File: config.mk
export PLATFORM = sky130hd
export DESIGN_NAME = serial_chan_writer
export DESIGN_NICKNAME = d
export VERILOG_FILES = /design/src/rtl/scw_pkg.sv /design/src/rtl/scw_sync.sv /design/src/rtl/scw_edge.sv /design/src/rtl/scw_frame_rx.sv /design/src/rtl/scw_bank.sv /design/src/rtl/serial_chan_writer.sv
export SDC_FILE = /design/constraint.sdc
export NUM_CORES = 1
export LEC_CHECK = 0
export BUFFER_PORTS_ARGS = -buffer_cell sky130_fd_sc_hd__buf_2
export CAP_MARGIN = 20
export CELL_PAD_IN_SITES_DETAIL_PLACEMENT = 0
export CELL_PAD_IN_SITES_GLOBAL_PLACEMENT = 1
export CORE_MARGIN = 5
export CORE_UTILIZATION = 49
export CTS_CLUSTER_DIAMETER = 120
export DETAILED_ROUTE_END_ITERATION = 10
export PLACE_DENSITY = 0.91
export SYNTH_ARGS = -nofsm -noshare
export SYNTH_HDL_FRONTEND = slang
export SYNTH_SLANG_ARGS = --single-unit
File: constraint.sdc
create_clock -name clk -period 3.9 [get_ports clk]
set_input_delay 0.78 -clock clk [delete_from_list [all_inputs] [get_ports clk]]
set_output_delay 0.78 -clock clk [all_outputs]
set_load 0.03 [all_outputs]
File: src/rtl/scw_pkg.sv
package scw_pkg;
   // Counter width able to hold a frame length plus one saturation code.
   function automatic int unsigned cnt_width(input int unsigned frame_len);
      return $clog2(frame_len + 2);
   endfunction
endpackage

File: src/rtl/scw_sync.sv
module scw_sync #(
   parameter int unsigned    WIDTH   = 1,
   parameter int unsigned    STAGES  = 2,
   parameter logic [WIDTH-1:0] RST_VAL = '0
) (
   input  logic             clk,
   input  logic             rst_n,
   input  logic [WIDTH-1:0] d,
   output logic [WIDTH-1:0] q
);
   generate
      if (STAGES < 2) begin : g_bad_stages
         $error("scw_sync: STAGES must be at least 2");
      end
   endgenerate

   logic [WIDTH-1:0] stage_q [STAGES];

   always_ff @(posedge clk or negedge rst_n) begin
      if (!rst_n) stage_q[0] <= RST_VAL;
      else        stage_q[0] <= d;
   end

   generate
      for (genvar s = 1; s < STAGES; s++) begin : g_stage
         always_ff @(posedge clk or negedge rst_n) begin
            if (!rst_n) stage_q[s] <= RST_VAL;
            else        stage_q[s] <= stage_q[s-1];
         end
      end
   endgenerate

   assign q = stage_q[STAGES-1];
endmodule

File: src/rtl/scw_edge.sv
module scw_edge #(
   parameter bit   RISING  = 1'b1,
   parameter logic RST_VAL = 1'b0
) (
   input  logic clk,
   input  logic rst_n,
   input  logic sig,
   output logic pulse
);
   logic prev_q;

   always_ff @(posedge clk or negedge rst_n) begin
      if (!rst_n) prev_q <= RST_VAL;
      else        prev_q <= sig;
   end

   generate
      if (RISING) begin : g_rise
         assign pulse = sig & ~prev_q;
      end else begin : g_fall
         assign pulse = ~sig & prev_q;
      end
   endgenerate
endmodule

File: src/rtl/scw_frame_rx.sv
module scw_frame_rx #(
   parameter int unsigned FRAME_LEN = 12,
   parameter int unsigned CNT_W     = 4
) (
   input  logic                 clk,
   input  logic                 rst_n,
   input  logic                 active,
   input  logic                 sck_rise,
   input  logic                 sdi,
   output logic [FRAME_LEN-1:0] frame,
   output logic [CNT_W-1:0]     bit_cnt
);
   localparam logic [CNT_W-1:0] CNT_SAT = CNT_W'(FRAME_LEN + 1);

   generate
      if (FRAME_LEN < 2) begin : g_bad_len
         $error("scw_frame_rx: FRAME_LEN must be at least 2");
      end
      if ((2 ** CNT_W) <= (FRAME_LEN + 1)) begin : g_bad_cnt
         $error("scw_frame_rx: CNT_W too narrow for saturation code");
      end
   endgenerate

   logic [FRAME_LEN-1:0] shift_q;
   logic [CNT_W-1:0]     cnt_q;

   always_ff @(posedge clk or negedge rst_n) begin
      if (!rst_n) begin
         shift_q <= '0;
         cnt_q   <= '0;
      end else if (!active) begin
         cnt_q   <= '0;
      end else if (sck_rise) begin
         shift_q <= {shift_q[FRAME_LEN-2:0], sdi};
         if (cnt_q != CNT_SAT) cnt_q <= cnt_q + 1'b1;
      end
   end

   assign frame   = shift_q;
   assign bit_cnt = cnt_q;
endmodule

File: src/rtl/scw_bank.sv
module scw_bank #(
   parameter int unsigned NUM_CH    = 4,
   parameter int unsigned ADDR_W    = 4,
   parameter int unsigned DATA_W    = 8,
   parameter int unsigned FRAME_LEN = ADDR_W + DATA_W,
   parameter int unsigned CNT_W     = 4
) (
   input  logic                       clk,
   input  logic                       rst_n,
   input  logic                       commit,
   input  logic [CNT_W-1:0]           bit_cnt,
   input  logic [FRAME_LEN-1:0]       frame,
   output logic [NUM_CH*DATA_W-1:0]   ch_value,
   output logic [NUM_CH-1:0]          ch_update
);
   logic              frame_ok;
   logic [ADDR_W-1:0] addr;
   logic [DATA_W-1:0] data;

   assign frame_ok = commit && (bit_cnt == CNT_W'(FRAME_LEN));
   assign addr     = frame[FRAME_LEN-1 -: ADDR_W];
   assign data     = frame[DATA_W-1:0];

   generate
      for (genvar c = 0; c < NUM_CH; c++) begin : g_ch
         logic              hit;
         logic [DATA_W-1:0] val_q;
         logic              upd_q;

         assign hit = frame_ok && (addr == ADDR_W'(c));

         always_ff @(posedge clk or negedge rst_n) begin
            if (!rst_n) begin
               val_q <= '0;
               upd_q <= 1'b0;
            end else begin
               upd_q <= hit;
               if (hit) val_q <= data;
            end
         end

         assign ch_value[c*DATA_W +: DATA_W] = val_q;
         assign ch_update[c]                 = upd_q;
      end
   endgenerate
endmodule

File: src/rtl/serial_chan_writer.sv
module serial_chan_writer #(
   parameter int unsigned NUM_CH      = 4,
   parameter int unsigned ADDR_W      = 4,
   parameter int unsigned DATA_W      = 8,
   parameter int unsigned SYNC_STAGES = 2
) (
   input  logic                     clk,
   input  logic                     rst_n,
   input  logic                     sel_n_pin,
   input  logic                     sck_pin,
   input  logic                     sdi_pin,
   output logic [NUM_CH*DATA_W-1:0] ch_value,
   output logic [NUM_CH-1:0]        ch_update
);
   localparam int unsigned FRAME_LEN = ADDR_W + DATA_W;
   localparam int unsigned CNT_W     = scw_pkg::cnt_width(FRAME_LEN);

   generate
      if (NUM_CH < 1 || NUM_CH > (2 ** ADDR_W)) begin : g_bad_ch
         $error("serial_chan_writer: NUM_CH must fit the address space");
      end
      if (DATA_W < 1) begin : g_bad_data
         $error("serial_chan_writer: DATA_W must be positive");
      end
   endgenerate

   logic       sel_n_s, sck_s, sdi_s;
   logic       sel_rise, sck_rise;
   logic [FRAME_LEN-1:0] frame;
   logic [CNT_W-1:0]     bit_cnt;

   scw_sync #(.WIDTH(3), .STAGES(SYNC_STAGES), .RST_VAL(3'b100)) u_sync (
      .clk(clk), .rst_n(rst_n),
      .d({sel_n_pin, sck_pin, sdi_pin}),
      .q({sel_n_s, sck_s, sdi_s})
   );

   scw_edge #(.RISING(1'b1), .RST_VAL(1'b1)) u_sel_edge (
      .clk(clk), .rst_n(rst_n), .sig(sel_n_s), .pulse(sel_rise)
   );

   scw_edge #(.RISING(1'b1), .RST_VAL(1'b0)) u_sck_edge (
      .clk(clk), .rst_n(rst_n), .sig(sck_s), .pulse(sck_rise)
   );

   scw_frame_rx #(.FRAME_LEN(FRAME_LEN), .CNT_W(CNT_W)) u_rx (
      .clk(clk), .rst_n(rst_n),
      .active(~sel_n_s), .sck_rise(sck_rise), .sdi(sdi_s),
      .frame(frame), .bit_cnt(bit_cnt)
   );

   scw_bank #(.NUM_CH(NUM_CH), .ADDR_W(ADDR_W), .DATA_W(DATA_W),
              .FRAME_LEN(FRAME_LEN), .CNT_W(CNT_W)) u_bank (
      .clk(clk), .rst_n(rst_n),
      .commit(sel_rise), .bit_cnt(bit_cnt), .frame(frame),
      .ch_value(ch_value), .ch_update(ch_update)
   );
endmodule

# After elaboration in Yosys (flattened, before gate mapping)

Cells that the tools add are included.

Eq/ne operators: 5
Multiplexer cells: 3
Reductions and logical operators: 10
Bitwise operators: 5
Add/sub/neg operators: 1

Operator list:

| kind                                                | number |
|---|---|
| 2-to-1 mux 4 bit                                    | 3 |
| equality test 4 x 2 -> 1 bit, second input constant | 2 |
| logical AND 1 bit                                   | 5 |
| adder 4 x 1 -> 4 bit, second input constant         | 1 |
| equality test 4 x 1 -> 1 bit, second input constant | 1 |
| equality test 4 bit, second input constant          | 1 |
| logical NOT 4 bit                                   | 1 |
| != test 4 bit, second input constant                | 1 |
| AND reduction 2 bit                                 | 2 |
| nonzero test 2 bit                                  | 2 |
| inverter 1 bit                                      | 3 |
| bitwise AND 1 bit                                   | 2 |

Register bits: 60
Bits of input ports: 5
Output and inout port bits: 36
Logic and storage cells: 38

# Depth between registers and ports, before layout

Gate-level depths: netlist of the first run.

Depth in word-level cells: 4
Mapped depth: 6
Gate-level depth less buffers: 5

# Modules after synthesis

Synthesis of the first run repeated with hierarchy kept, for this count alone.

Cells, all modules: 148
Area total of the unflattened synthesis: 2409.8 um2

Modules (own cells, without submodules):

| module                 | times used | cells each | seq. area each (um2) | area an instance (um2) |
|---|---|---|---|---|
| scw_bank               | 1          | 85         | 900.9                | 1442.6 |
| scw_frame_rx           | 1          | 49         | 400.4                | 709.4 |
| scw_sync               | 1          | 9          | 152.6                | 175.2 |
| scw_edge at u_sel_edge | 1          | 2          | 26.3                 | 40.0 |
| scw_edge at u_sck_edge | 1          | 2          | 25.0                 | 38.8 |
| serial_chan_writer     | 1          | 1          | 0.0                  | 3.8 |

# Worst setup path before layout of the first run

Ideal clock, no wire load.

Path type: reg-to-reg
From: register u_rx.cnt_q[0], in the netlist u_rx.bit_cnt[0]
To: register u_bank.g_ch[0].val_q[0]
Stages on the path, launching flop included: 7
Arrival time: 1.461 ns
Buffers on the path: 1
Library setup time: 0.125 ns
Required time: 3.775 ns
Slack: 2.315 ns
Clock period less this slack: 1.585 ns
Path through: dfrtp_1 -> inv_1 -> ha_1 -> and4bb_1 -> nor3b_2 -> buf_6 -> mux2_2

Word-level cells in the longest chain between the ends: 3

Ends and longest elaborated chain:

| element                | RTL line           | source |
|---|---|---|
| from (decl)            | scw_frame_rx.sv:25 | `logic [CNT_W-1:0] cnt_q;` |
| from (signal assigned) | scw_frame_rx.sv:35 | `if (cnt_q != CNT_SAT) cnt_q <= cnt_q + 1'b1;` |
| equality test 4 bit    | scw_bank.sv:20     | `assign frame_ok = commit && (bit_cnt == CNT_W'(FRAME_LEN));` |
| logical AND 1 bit      | scw_bank.sv:20     |  |
| logical AND 1 bit      | scw_bank.sv:30     | `assign hit = frame_ok && (addr == ADDR_W'(c));` |
| via u_bank.g_ch[0].hit | scw_bank.sv:26     | `logic hit;` |
| to (signal assigned)   | scw_bank.sv:38     | `if (hit) val_q <= data;` |
| to (decl)              | scw_bank.sv:27     | `logic [DATA_W-1:0] val_q;` |

The timed path passes the listed nets, and every way through them passes these cells.
A chain may end at the register's enable or synchronous reset.

# Worst setup path after layout of the first run

From: register u_rx.cnt_q[0], in the netlist u_rx.bit_cnt[0]
To: register u_bank.g_ch[0].val_q[3]

Word-level cells in the longest chain between the ends: 3

Ends and longest elaborated chain:

| element             | RTL line |
|---|---|
| equality test 4 bit | scw_bank.sv:20 |
| logical AND 1 bit   | scw_bank.sv:20 |
| logical AND 1 bit   | scw_bank.sv:30 |

Every way passes these cells.

==> results of run 1 <==
==> synthesized netlist by cell type <==
| cell type | number | share of area (%) |
|---|---|---|
| dfrtp_1 | 57 | 62 |
| mux2_2 | 43 | 21 |
| buf_4 | 5 | 1.6 |
| inv_1 | 5 | 0.81 |
| a21oi_1 | 4 | 0.87 |
| nand3_1 | 4 | 0.87 |
| dfstp_2 | 3 | 3.4 |
| ha_1 | 3 | 1.6 |
| buf_6 | 2 | 0.98 |
| nand3_2 | 2 | 0.87 |
| nor3b_2 | 2 | 1.1 |
| o21ai_0 | 2 | 0.43 |
| o31ai_1 | 2 | 0.65 |
| or3_1 | 2 | 0.54 |
| and3_1 | 1 | 0.27 |
| and4b_1 | 1 | 0.43 |
| and4bb_1 | 1 | 0.54 |
| and4bb_2 | 1 | 0.54 |
| mux2_1 | 1 | 0.49 |
| nand2b_1 | 1 | 0.27 |
| nand4bb_1 | 1 | 0.49 |
| nor2_1 | 1 | 0.16 |
| nor2b_1 | 1 | 0.27 |
==> report_power, final <==
| group | internal (W) | total, W | switching [W] |
|---|---|---|---|
| Combinational | 0.0000400 | 0.0000677 | 0.0000277 |
| Clock | 0.000396 | 0.000625 | 0.000228 |
| Sequential | 0.000668 | 0.000726 | 0.0000581 |
| Total | 0.00110 | 0.00142 | 0.000314 |
==> cells by family after synthesis <==
group / count (synthesis) / share of synthesized area [%]
flops: 60 / 65.2
mux: 44 / 21.5
simple gates: 18 / 6.34
buf+inv: 12 / 3.41
compound gates: 8 / 1.95
fa+ha+maj: 3 / 1.63
==> metal layers <==
metal | share of wire [%] | up-vias
met5 | 0 | -
met4 | 2.1 | 0
met3 | 6.4 | 8
met2 | 49 | 38
met1 | 42 | 698
li1 | - | 601
==> per-stage QoR <==
| step | area (um^2) | hold WS [ns] |
|---|---|---|
| floorplan | 2310 | 0.331 |
| global placement | 2520 | 0.332 |
| detailed placement | 2520 | 0.341 |
| CTS | 2750 | 0.356 |
| global route | 2750 | 0.358 |
| finish | 2750 | 0.353 |
==> final timing paths <==
check	startpoint	end	slack [ns]	cells past startpoint
worst max-delay path	u_rx.bit_cnt[0]	u_bank.g_ch[0].val_q[3]	1.70	5
worst min register to register	u_sync.stage_q[3]	u_sync.q[0]	0.35	0
worst max register to register	u_rx.bit_cnt[0]	u_bank.g_ch[0].val_q[3]	1.70	5
max in group asynchronous	rst_n	u_sel_edge.prev_q	2.60	2
worst min-delay path	u_sync.stage_q[3]	u_sync.q[0]	0.35	0
min in group asynchronous	rst_n	u_bank.g_ch[2].val_q[7]	0.43	1
==> critical path: cells and delay by family, from the launching register on <==
| kind | cells | cell delay, ns |
|---|---|---|
| simple gates | 2 | 0.98 |
| flops | 1 | 0.43 |
| mux | 1 | 0.42 |
| fa+ha+maj | 1 | 0.16 |
| buf+inv | 1 | 0.10 |
==> registers in the layout, indices dropped and copies added, names as in the netlist <==
name	flops
u_rx.bit_cnt	4
u_rx.frame	12
u_sync.q	3
u_bank.g_ch.upd_q	4
u_sck_edge.prev_q	1
u_bank.g_ch.val_q	32
u_sel_edge.prev_q	1
u_sync.stage_q	3
==> cells in the final DEF (no fill, tap or decap) <==
master	n
a21oi_1	4
and3_1	1
and4b_1	1
and4bb_1	1
and4bb_2	1
buf_2	40
buf_4	1
bufinv_16	2
clkbuf_1	2
clkbuf_8	11
clkinv_4	1
dfrtp_1	57
dfstp_2	3
ha_1	3
inv_1	5
mux2_1	1
mux2_2	43
nand2b_1	1
nand3_1	4
nand3_2	2
nand4bb_1	1
nor2_1	1
nor2b_1	1
nor3b_2	2
o21ai_0	2
o31ai_1	2
or3_1	2
==> area by class of cell <==
type	count	area [um^2]
flip-flops and latches	60	1510
inverters	5	18.8
fillers	364	1910
multi-input cells	73	724
clock buffers	13	159
well taps	54	67.6
repair buffers	41	208
clock inverters	3	68.8
==> out/qor.yml, run 1 <==
status: "finished clean"
cts_setup_buffers: 0
met1_usage_pct: 17.1
timing.final.crit_period_ns: 2.20
dp_cells: 233
cp_cell_sequence: "inv_1, ha_1, and4bb_1, nor3b_2, mux2_2"
avgSynthCellArea_um2: 15.9
synthesis.nets: 153
yosysUniqueCellTypes: 23
syn-instance-count: 145
slew_headroom_pct: 33.3
firstDrtPassIters: 4
drive_gt1_share_pct: 54.4
grt.busiest_layer: "met2"
cts_made_buffers: 9
utilization_pct: 59.0
drt_iter0_drc: 50
rsz0062_at_grt: "no"
clk_transition_reported_paths_ns: 0.06
place_ws_ns: 1.70
fp.dieH_um: 78.6
antenna_found_initial: 0
grt_pass1_vias: 1444
power_leakage_nw: 1.47
worst_pin_slew_ns: 0.998
setup_slack_ns: 1.70
drv_cap: 0
hold_viol: 0
drc_errors: 0
cts-root-buf: "clkbuf_8"
drt-total-wl_mm: 4.18
crit_arrival_ns: 2.41
max_freq_mhz: 454
worstPathMaxFanout: 9
vias_per_cell: 5.40
slowest_delay_ns: 0.75
overflow: 0
die_w_um: 78.6
finalCritPeriodShare_pct: 56.4
p_total_w: 0.00142
core_area_um2: 4660
critPathRequiredTime_ns: 4.11
cts_tree: "built"
setup_viol_count_final: 0
clockBufferDepth: 2
slowest_stage: "nor3b_2"
num_vias: 1345
crit_type: "register to register"
grt_pass1_wl_mm: 7.04
place.gp.congestion: 0.687
portBuffers: 40
wl_per_cell_um: 16.8
power_density_nw_per_um2: 516
dieArea_um2: 6180
fin_cells: 249
start_util_pct: 49.5
core.rowCount: 25
syn_to_final_growth_pct: 19.2
place_hpwl_mm: 2.83
ctsHoldBuffers: 0
ys_ff_latch: 60
use_met2_pct: 24.9
cts-resized-gates: 0
yosysSeqAreaShare_pct: 65.2
cts.sinks: 60
synth_area_um2: 2310
track_usage_pct: 15.3
grt_max_degree: 36
htreeDepth: 3
clk_latency_ns: 0.33
tns_ns: 0
finClkSkew_ns: 0.0120
detail-route-antenna-nets: 0
met3_usage_pct: 5.96
hold_class: "register to register"
start_kind: "register"
ioPinCount: 41
yosys_warnings: 0
antenna_cells: 0
ir_drop_uv: 258
nNetsFinal: 198
drv_slew: 0
crit_path_end_kind: "register"
Power figures use the tool's default switching activity.
==> run 2, diff against run 1 <==
--- a/config.mk
+++ b/config.mk
@@ -10,10 +10,10 @@
 export CELL_PAD_IN_SITES_DETAIL_PLACEMENT = 0
 export CELL_PAD_IN_SITES_GLOBAL_PLACEMENT = 1
 export CORE_MARGIN = 5
-export CORE_UTILIZATION = 49
+export CORE_UTILIZATION = 41
 export CTS_CLUSTER_DIAMETER = 120
 export DETAILED_ROUTE_END_ITERATION = 10
-export PLACE_DENSITY = 0.91
+export PLACE_DENSITY = 0.83
 export SYNTH_ARGS = -nofsm -noshare
 export SYNTH_HDL_FRONTEND = slang
 export SYNTH_SLANG_ARGS = --single-unit
==> constraint.sdc (replaced) <==
create_clock -name clk -period 1.8 [get_ports clk]
set_input_delay 0.36 -clock clk [delete_from_list [all_inputs] [get_ports clk]]
set_output_delay 0.36 -clock clk [all_outputs]
set_load 0.03 [all_outputs]
==> out/qor.yml, run 2 (same netlist as run 1, synthesis figures left out) <==
track_usage_pct: 13.2  # -2.1 points
rsz0062_at_grt: "no"
timing.rr.start: "u_rx.bit_cnt[1]"
finClkSkew_ns: 0.00728  # -0.00470 ns
cts_setup_buffers: 0  # unchanged
slowest_delay_ns: 0.41  # -0.34 ns
die_w_um: 85.0  # +8.1%
setup_viol_count_final: 0  # unchanged
power_leakage_nw: 1.50  # +2.1%
dieArea_um2: 7230  # +17%
ir_drop_uv: 513  # +99%
power_density_nw_per_um2: 1040  # +100%
cp_num_cells: 6  # +1
status: "finished clean"
syn_to_final_growth_pct: 21.9
core.rowCount: 27  # +8.0%
timing.final.crit_period_ns: 1.72  # -0.480 ns
cts-root-buf: "clkbuf_8"
wl_per_cell_um: 15.1  # -10%
cts_tree: "built"
finalCritPeriodShare_pct: 95.6  # +39 points
power_frac_comb_pct: 5.4  # +0.6 points
mostFrequentLayoutCell: "dfrtp_1"
overflow: 0  # unchanged
worstPathMaxFanout: 9  # unchanged
ioPinCount: 41  # unchanged
drt_iter0_drc: 55  # +10%
drv_slew: 0  # unchanged
place.gp.congestion: 0.803  # +17%
seq_power_share_pct: 53.5  # +2.3 points
grt_max_degree: 25  # -31%
grt_pass1_wl_mm: 7.29  # +3.5%
place_ws_ns: 0.0966  # -1.60 ns
nNetsFinal: 205  # +3.5%
drv_cap: 0  # unchanged
critPathRequiredTime_ns: 2.01  # -2.10 ns
antenna_found_initial: 0  # unchanged
drt-total-wl_mm: 4.13  # -1.1%
cts_made_buffers: 9  # unchanged
fp.dieH_um: 85.0  # +8.1%
grt_pass1_vias: 1414  # -2.1%
portBuffers: 40  # unchanged
crit_family: "flip-flops"
crit_arrival_ns: 1.93  # -0.48 ns
hold-worst-slack_ns: 0.0117  # -0.341 ns
clk_transition_reported_paths_ns: 0.07  # about the same
htreeDepth: 3  # unchanged
p_total_w: 0.00294  # +110%
tns_ns: 0  # unchanged
hold_viol: 0  # unchanged
setup_slack_ns: 0.0791  # -1.62 ns
drc_errors: 0  # unchanged
firstDrtPassIters: 2  # -2
slowest_stage: "dfrtp_1"
power.switching_w: 0.000678  # +120%
cp_num_buf_inv: 2  # +1
crit_type: "register to register"
netSwitchingFraction_pct: 23.1  # +0.91 points
max_freq_mhz: 581  # +28%
antenna_cells: 0  # unchanged
cp_cell_sequence: "inv_1, ha_1, and4b_1, nor3b_2, buf_4, mux2_2"
worst_pin_slew_ns: 0.545  # -0.453 ns
postPlaceCellArea_um2: 2610  # +3.5%
largest_register_ffs: 32  # unchanged
clkPwrFrac_pct: 41.1  # -2.9 points
top_register: "u_bank.g_ch.val_q"
clk_latency_ns: 0.33  # about the same
vias_per_cell: 4.84  # -10%
crit_path_end_kind: "register"
r2r_slack_ns: 0.08  # -1.62 ns
num_vias: 1325  # -1.5%
start_kind: "register"
slew_headroom_pct: 63.7  # +30 points
drive_gt1_share_pct: 55.9  # +1.6 points
core_area_um2: 5470  # +17%
internal_power_w: 0.00226  # +100%
ctsHoldBuffers: 0  # unchanged
start_util_pct: 42.2  # -7.3 points
stdcell_area_um2: 2810  # +2.3%
detail-route-antenna-nets: 0  # unchanged
cts.sinks: 60  # unchanged
hold_class: "input port to async pin"
r2r_cells: 6  # +1
place_hpwl_mm: 2.88  # +1.8%
clockBufferDepth: 2  # unchanged
cts-resized-gates: 0  # unchanged
final_cell_mix: "dfrtp_1 (57), mux2_2 (43), buf_2 (40)"
r2r-end: "u_bank.g_ch[1].val_q[0]"
[run 2: how the worst max path moves through the flow]
stage,from,end,slack (ns)
global placement,u_rx.bit_cnt[1],u_bank.g_ch[1].val_q[1],0.13
floorplan,u_rx.bit_cnt[0],u_bank.g_ch[0].val_q[0],0.21
CTS,u_rx.bit_cnt[1],u_bank.g_ch[1].val_q[0],0.08
detailed placement,u_rx.bit_cnt[1],u_bank.g_ch[1].val_q[4],0.1
global route,u_rx.bit_cnt[1],u_bank.g_ch[1].val_q[0],0.007
finish,u_rx.bit_cnt[1],u_bank.g_ch[1].val_q[0],0.08
[run 2: final cells by class]
| type | instances | area [um^2] |
|---|---|---|
| fillers | 497 | 2660 |
| repair buffers | 48 | 273 |
| flip-flops and latches | 60 | 1510 |
| well taps | 72 | 90.1 |
| clock inverters | 3 | 43.8 |
| clock buffers | 13 | 159 |
| inverters | 5 | 18.8 |
| multi-input cells | 73 | 724 |
[run 2: metal layers]
metal	global-route usage, %	share of wire (%)
met1	16.6	45
met2	19.4	48
met3	3.98	3.9
met4	9.06	2.7
met5	0	0
[run 2: metrics by stage]
step / util (%) / cells
4_1_cts: 51.4 / 274
6_report: 51.4 / 274
2_1_floorplan: - / 145
3_5_place_dp: 47.7 / 258
5_1_grt: 51.4 / 274
3_3_place_gp: 47.7 / 258
[run 2: power by group through the flow]
stage                     logic, W  clock network [W]  registers [W]
after floorplan           0.000106                  0        0.00155
after global placement    0.000157                  0        0.00160
after detailed placement  0.000162                  0        0.00160
after CTS                 0.000163            0.00125        0.00157
after global routing      0.000183            0.00131        0.00160
final                     0.000159            0.00121        0.00157
==> run 3, diff against run 2 <==
--- a/config.mk
+++ b/config.mk
@@ -13,7 +13,8 @@
 export CORE_UTILIZATION = 41
 export CTS_CLUSTER_DIAMETER = 120
 export DETAILED_ROUTE_END_ITERATION = 10
-export PLACE_DENSITY = 0.83
+export PLACE_DENSITY = 0.82
 export SYNTH_ARGS = -nofsm -noshare
 export SYNTH_HDL_FRONTEND = slang
+export SYNTH_HIERARCHICAL = 1
 export SYNTH_SLANG_ARGS = --single-unit
==> out/qor.yml, run 3 <==
num_vias: 1320  # -0.38%
cts_setup_buffers: 0  # unchanged
vias_per_cell: 4.70  # -2.9%
cts_made_buffers: 9  # unchanged
final_cell_mix: "dfrtp_1 (57), buf_2 (40), mux2_4 (24)"
synthesis.nets: 155  # +1.3%
antenna_found_initial: 0  # unchanged
ioPinCount: 41  # unchanged
crit_type: "register to register"
post-synth-top-area-cell: "dfrtp_1"
firstDrtPassIters: 4  # +2
postPlaceCellArea_um2: 2760  # +5.7%
drv_cap: 0  # unchanged
drv_slew: 0  # unchanged
slew_headroom_pct: 66.9  # +3.2 points
grt_pass1_wl_mm: 7.12  # -2.3%
track_usage_pct: 12.7  # -0.50 points
overflow: 0  # unchanged
max_freq_mhz: 573  # -1.4%
async_flop_share_pct: 100  # unchanged
clockBufferDepth: 2  # unchanged
worst_pin_slew_ns: 0.496  # -0.0481 ns
mostFrequentLayoutCell: "dfrtp_1"
slowest_stage: "dfstp_2"
avgSynthCellArea_um2: 16.3  # +2.3%
drive_gt1_share_pct: 58.7  # +2.8 points
start_util_pct: 41.4  # -0.74 points
crit_path_end_kind: "register"
ys_ff_latch: 60  # unchanged
grt_pass1_vias: 1397  # -1.2%
cts.sinks: 60  # unchanged
start_kind: "register"
hold_viol: 0  # unchanged
htreeDepth: 3  # unchanged
rsz0062_at_grt: "yes"
synth-edff-count: 0  # unchanged
place_hpwl_mm: 3.01  # +4.6%
wl_per_cell_um: 15.0  # -0.58%
drt_iter0_drc: 39  # -29%
portBuffers: 40  # unchanged
finClkSkew_ns: 0.00883  # +0.00155 ns
r2r_slack_ns: 0.05  # -0.02 ns
dieArea_um2: 7510  # +3.9%
yosysTopAreaCellShare_pct: 59.2  # -2.6 points
synth_area_um2: 2410  # +4.4%
synth_area_leaders: "dfrtp_1 (59%), mux2_2 (15%), mux2_4 (6.2%)"
top_register: "u_bank/g_ch.val_q"
worstPathMaxFanout: 3  # -6
core.rowCount: 28  # +3.7%
synth.most_common_cell: "dfrtp_1"
crit_arrival_ns: 1.96  # +0.03 ns
slowest_delay_ns: 0.54  # +0.13 ns
cp_cell_sequence: "nor2b_4, nor3b_4, and4bb_2, buf_4, mux2_2"
place.gp.congestion: 0.704  # -12%
critPathRequiredTime_ns: 2.01  # about the same
crit_family: "simple AND/OR/NAND/NOR gates"
nNetsFinal: 208  # +1.5%
power_leakage_nw: 1.63  # +9.1%
detail-route-antenna-nets: 0  # unchanged
dp_cells: 264  # +2.3%
syn-instance-count: 148  # +2.1%
yosys_warnings: 6  # +6
die_w_um: 86.7  # +1.9%
cts_tree: "built"
fin_cells: 281  # +2.6%
ys_top_cells_by_count: "dfrtp_1 (57), mux2_2 (33), mux2_4 (10), buf_4 (7), inv_1 (5)"
fp.dieH_um: 86.7  # +1.9%
hold_class: "input port to register"
core_area_um2: 5820  # +6.3%
drt-total-wl_mm: 4.21  # +2.0%
yosysUniqueCellTypes: 29  # +26%
cts-root-buf: "clkbuf_8"
largest_register_ffs: 32  # unchanged
ir_drop_uv: 563  # +9.7%
timing.final.crit_period_ns: 1.75  # +0.0246 ns
synthFlopType: "dfrtp_1"
status: "finished clean"
cp_num_buf_inv: 1  # -1
grt_max_degree: 23  # -8.0%
clk_transition_reported_paths_ns: 0.06  # about the same
stdcell_area_um2: 2980  # +6.0%
antenna_cells: 0  # unchanged
setup_viol_count_final: 0  # unchanged
drc_errors: 0  # unchanged
tns_ns: 0  # unchanged
finalCritPeriodShare_pct: 97.0  # +1.4 points
power_density_nw_per_um2: 986  # -5.7%
clk_latency_ns: 0.33  # about the same
yosysSeqAreaShare_pct: 62.5  # -2.7 points
syn_to_final_growth_pct: 23.8
## run 3: worst paths after layout
kind | from | end | cells after the start
max reg2reg | u_sync/q[2] | u_bank/g_ch[0].val_q[2] | 5
min in group asynchronous | rst_n | u_sync/stage_q[4] | 2
min | sel_n_pin | u_sync/stage_q[5] | 1
min reg2reg | u_sync/stage_q[4] | u_sync/q[1] | 0
max | u_sync/q[2] | u_bank/g_ch[0].val_q[2] | 5
max in group asynchronous | rst_n | u_bank/g_ch[3].val_q[0] | 3
## run 3: cell families (layout without fill, tap and decap cells)
| kind of cell | Yosys count | after routing | synth area share, % |
|---|---|---|---|
| flip-flops | 60 | 60 | 62.5 |
| multiplexers | 44 | 44 | 22.1 |
| AND/OR/NAND/NOR | 20 | 20 | 8.26 |
| buffers and inverters | 15 | 73 | 4.36 |
| AO/OA/AOI/OAI | 7 | 7 | 1.76 |
| adder cells (fa/ha/maj) | 2 | 2 | 1.04 |
## run 3: timing repair
item / CTS / global route
endpoints found under the setup margin: 0 / 13
hold endpoints to repair: 13 / 0
hold buffers: 1 / 0
resized for setup: 0 / 8
## run 3: metrics by stage
step           hold WS (ns)  util (%)  power [W]  worst slack (ns)
2_1_floorplan        0.0644         -    0.00175           -0.0243
3_3_place_gp          0.334      47.4    0.00185            0.0917
3_5_place_dp          0.338      47.4    0.00186            0.0410
4_1_cts               0.108      50.9    0.00299            0.0352
5_1_grt               0.102      51.3    0.00309           -0.0291
6_report              0.129      51.3    0.00294            0.0545
## run 3: layout make-up
type | instances | area (um^2)
Multi-Input combinational cell | 73 | 852
Timing Repair Buffer | 52 | 325
Tap cell | 75 | 93.8
Inverter | 5 | 18.8
Fill cell | 522 | 2830
Sequential cell | 60 | 1510
Clock inverter | 3 | 20.0
Clock buffer | 13 | 169
## run 3: per-layer routing
metal	vias to the layer above	global-route usage, %	share of wire [%]	routed length [um]
met3	6	4.56	5.0	212
met4	0	5.95	1.8	76
met5	-	0	0	0
met1	655	16.7	45	1900
met2	31	18.7	48	2020
li1	628	-	-	-
## run 3: power by group
| part | internal (W) | total (W) | switching (W) |
|---|---|---|---|
| Clock | 0.000610 | 0.00111 | 0.000497 |
| Combinational | 0.000161 | 0.000232 | 0.0000709 |
| Sequential | 0.00145 | 0.00160 | 0.000154 |
| Total | 0.00222 | 0.00294 | 0.000722 |
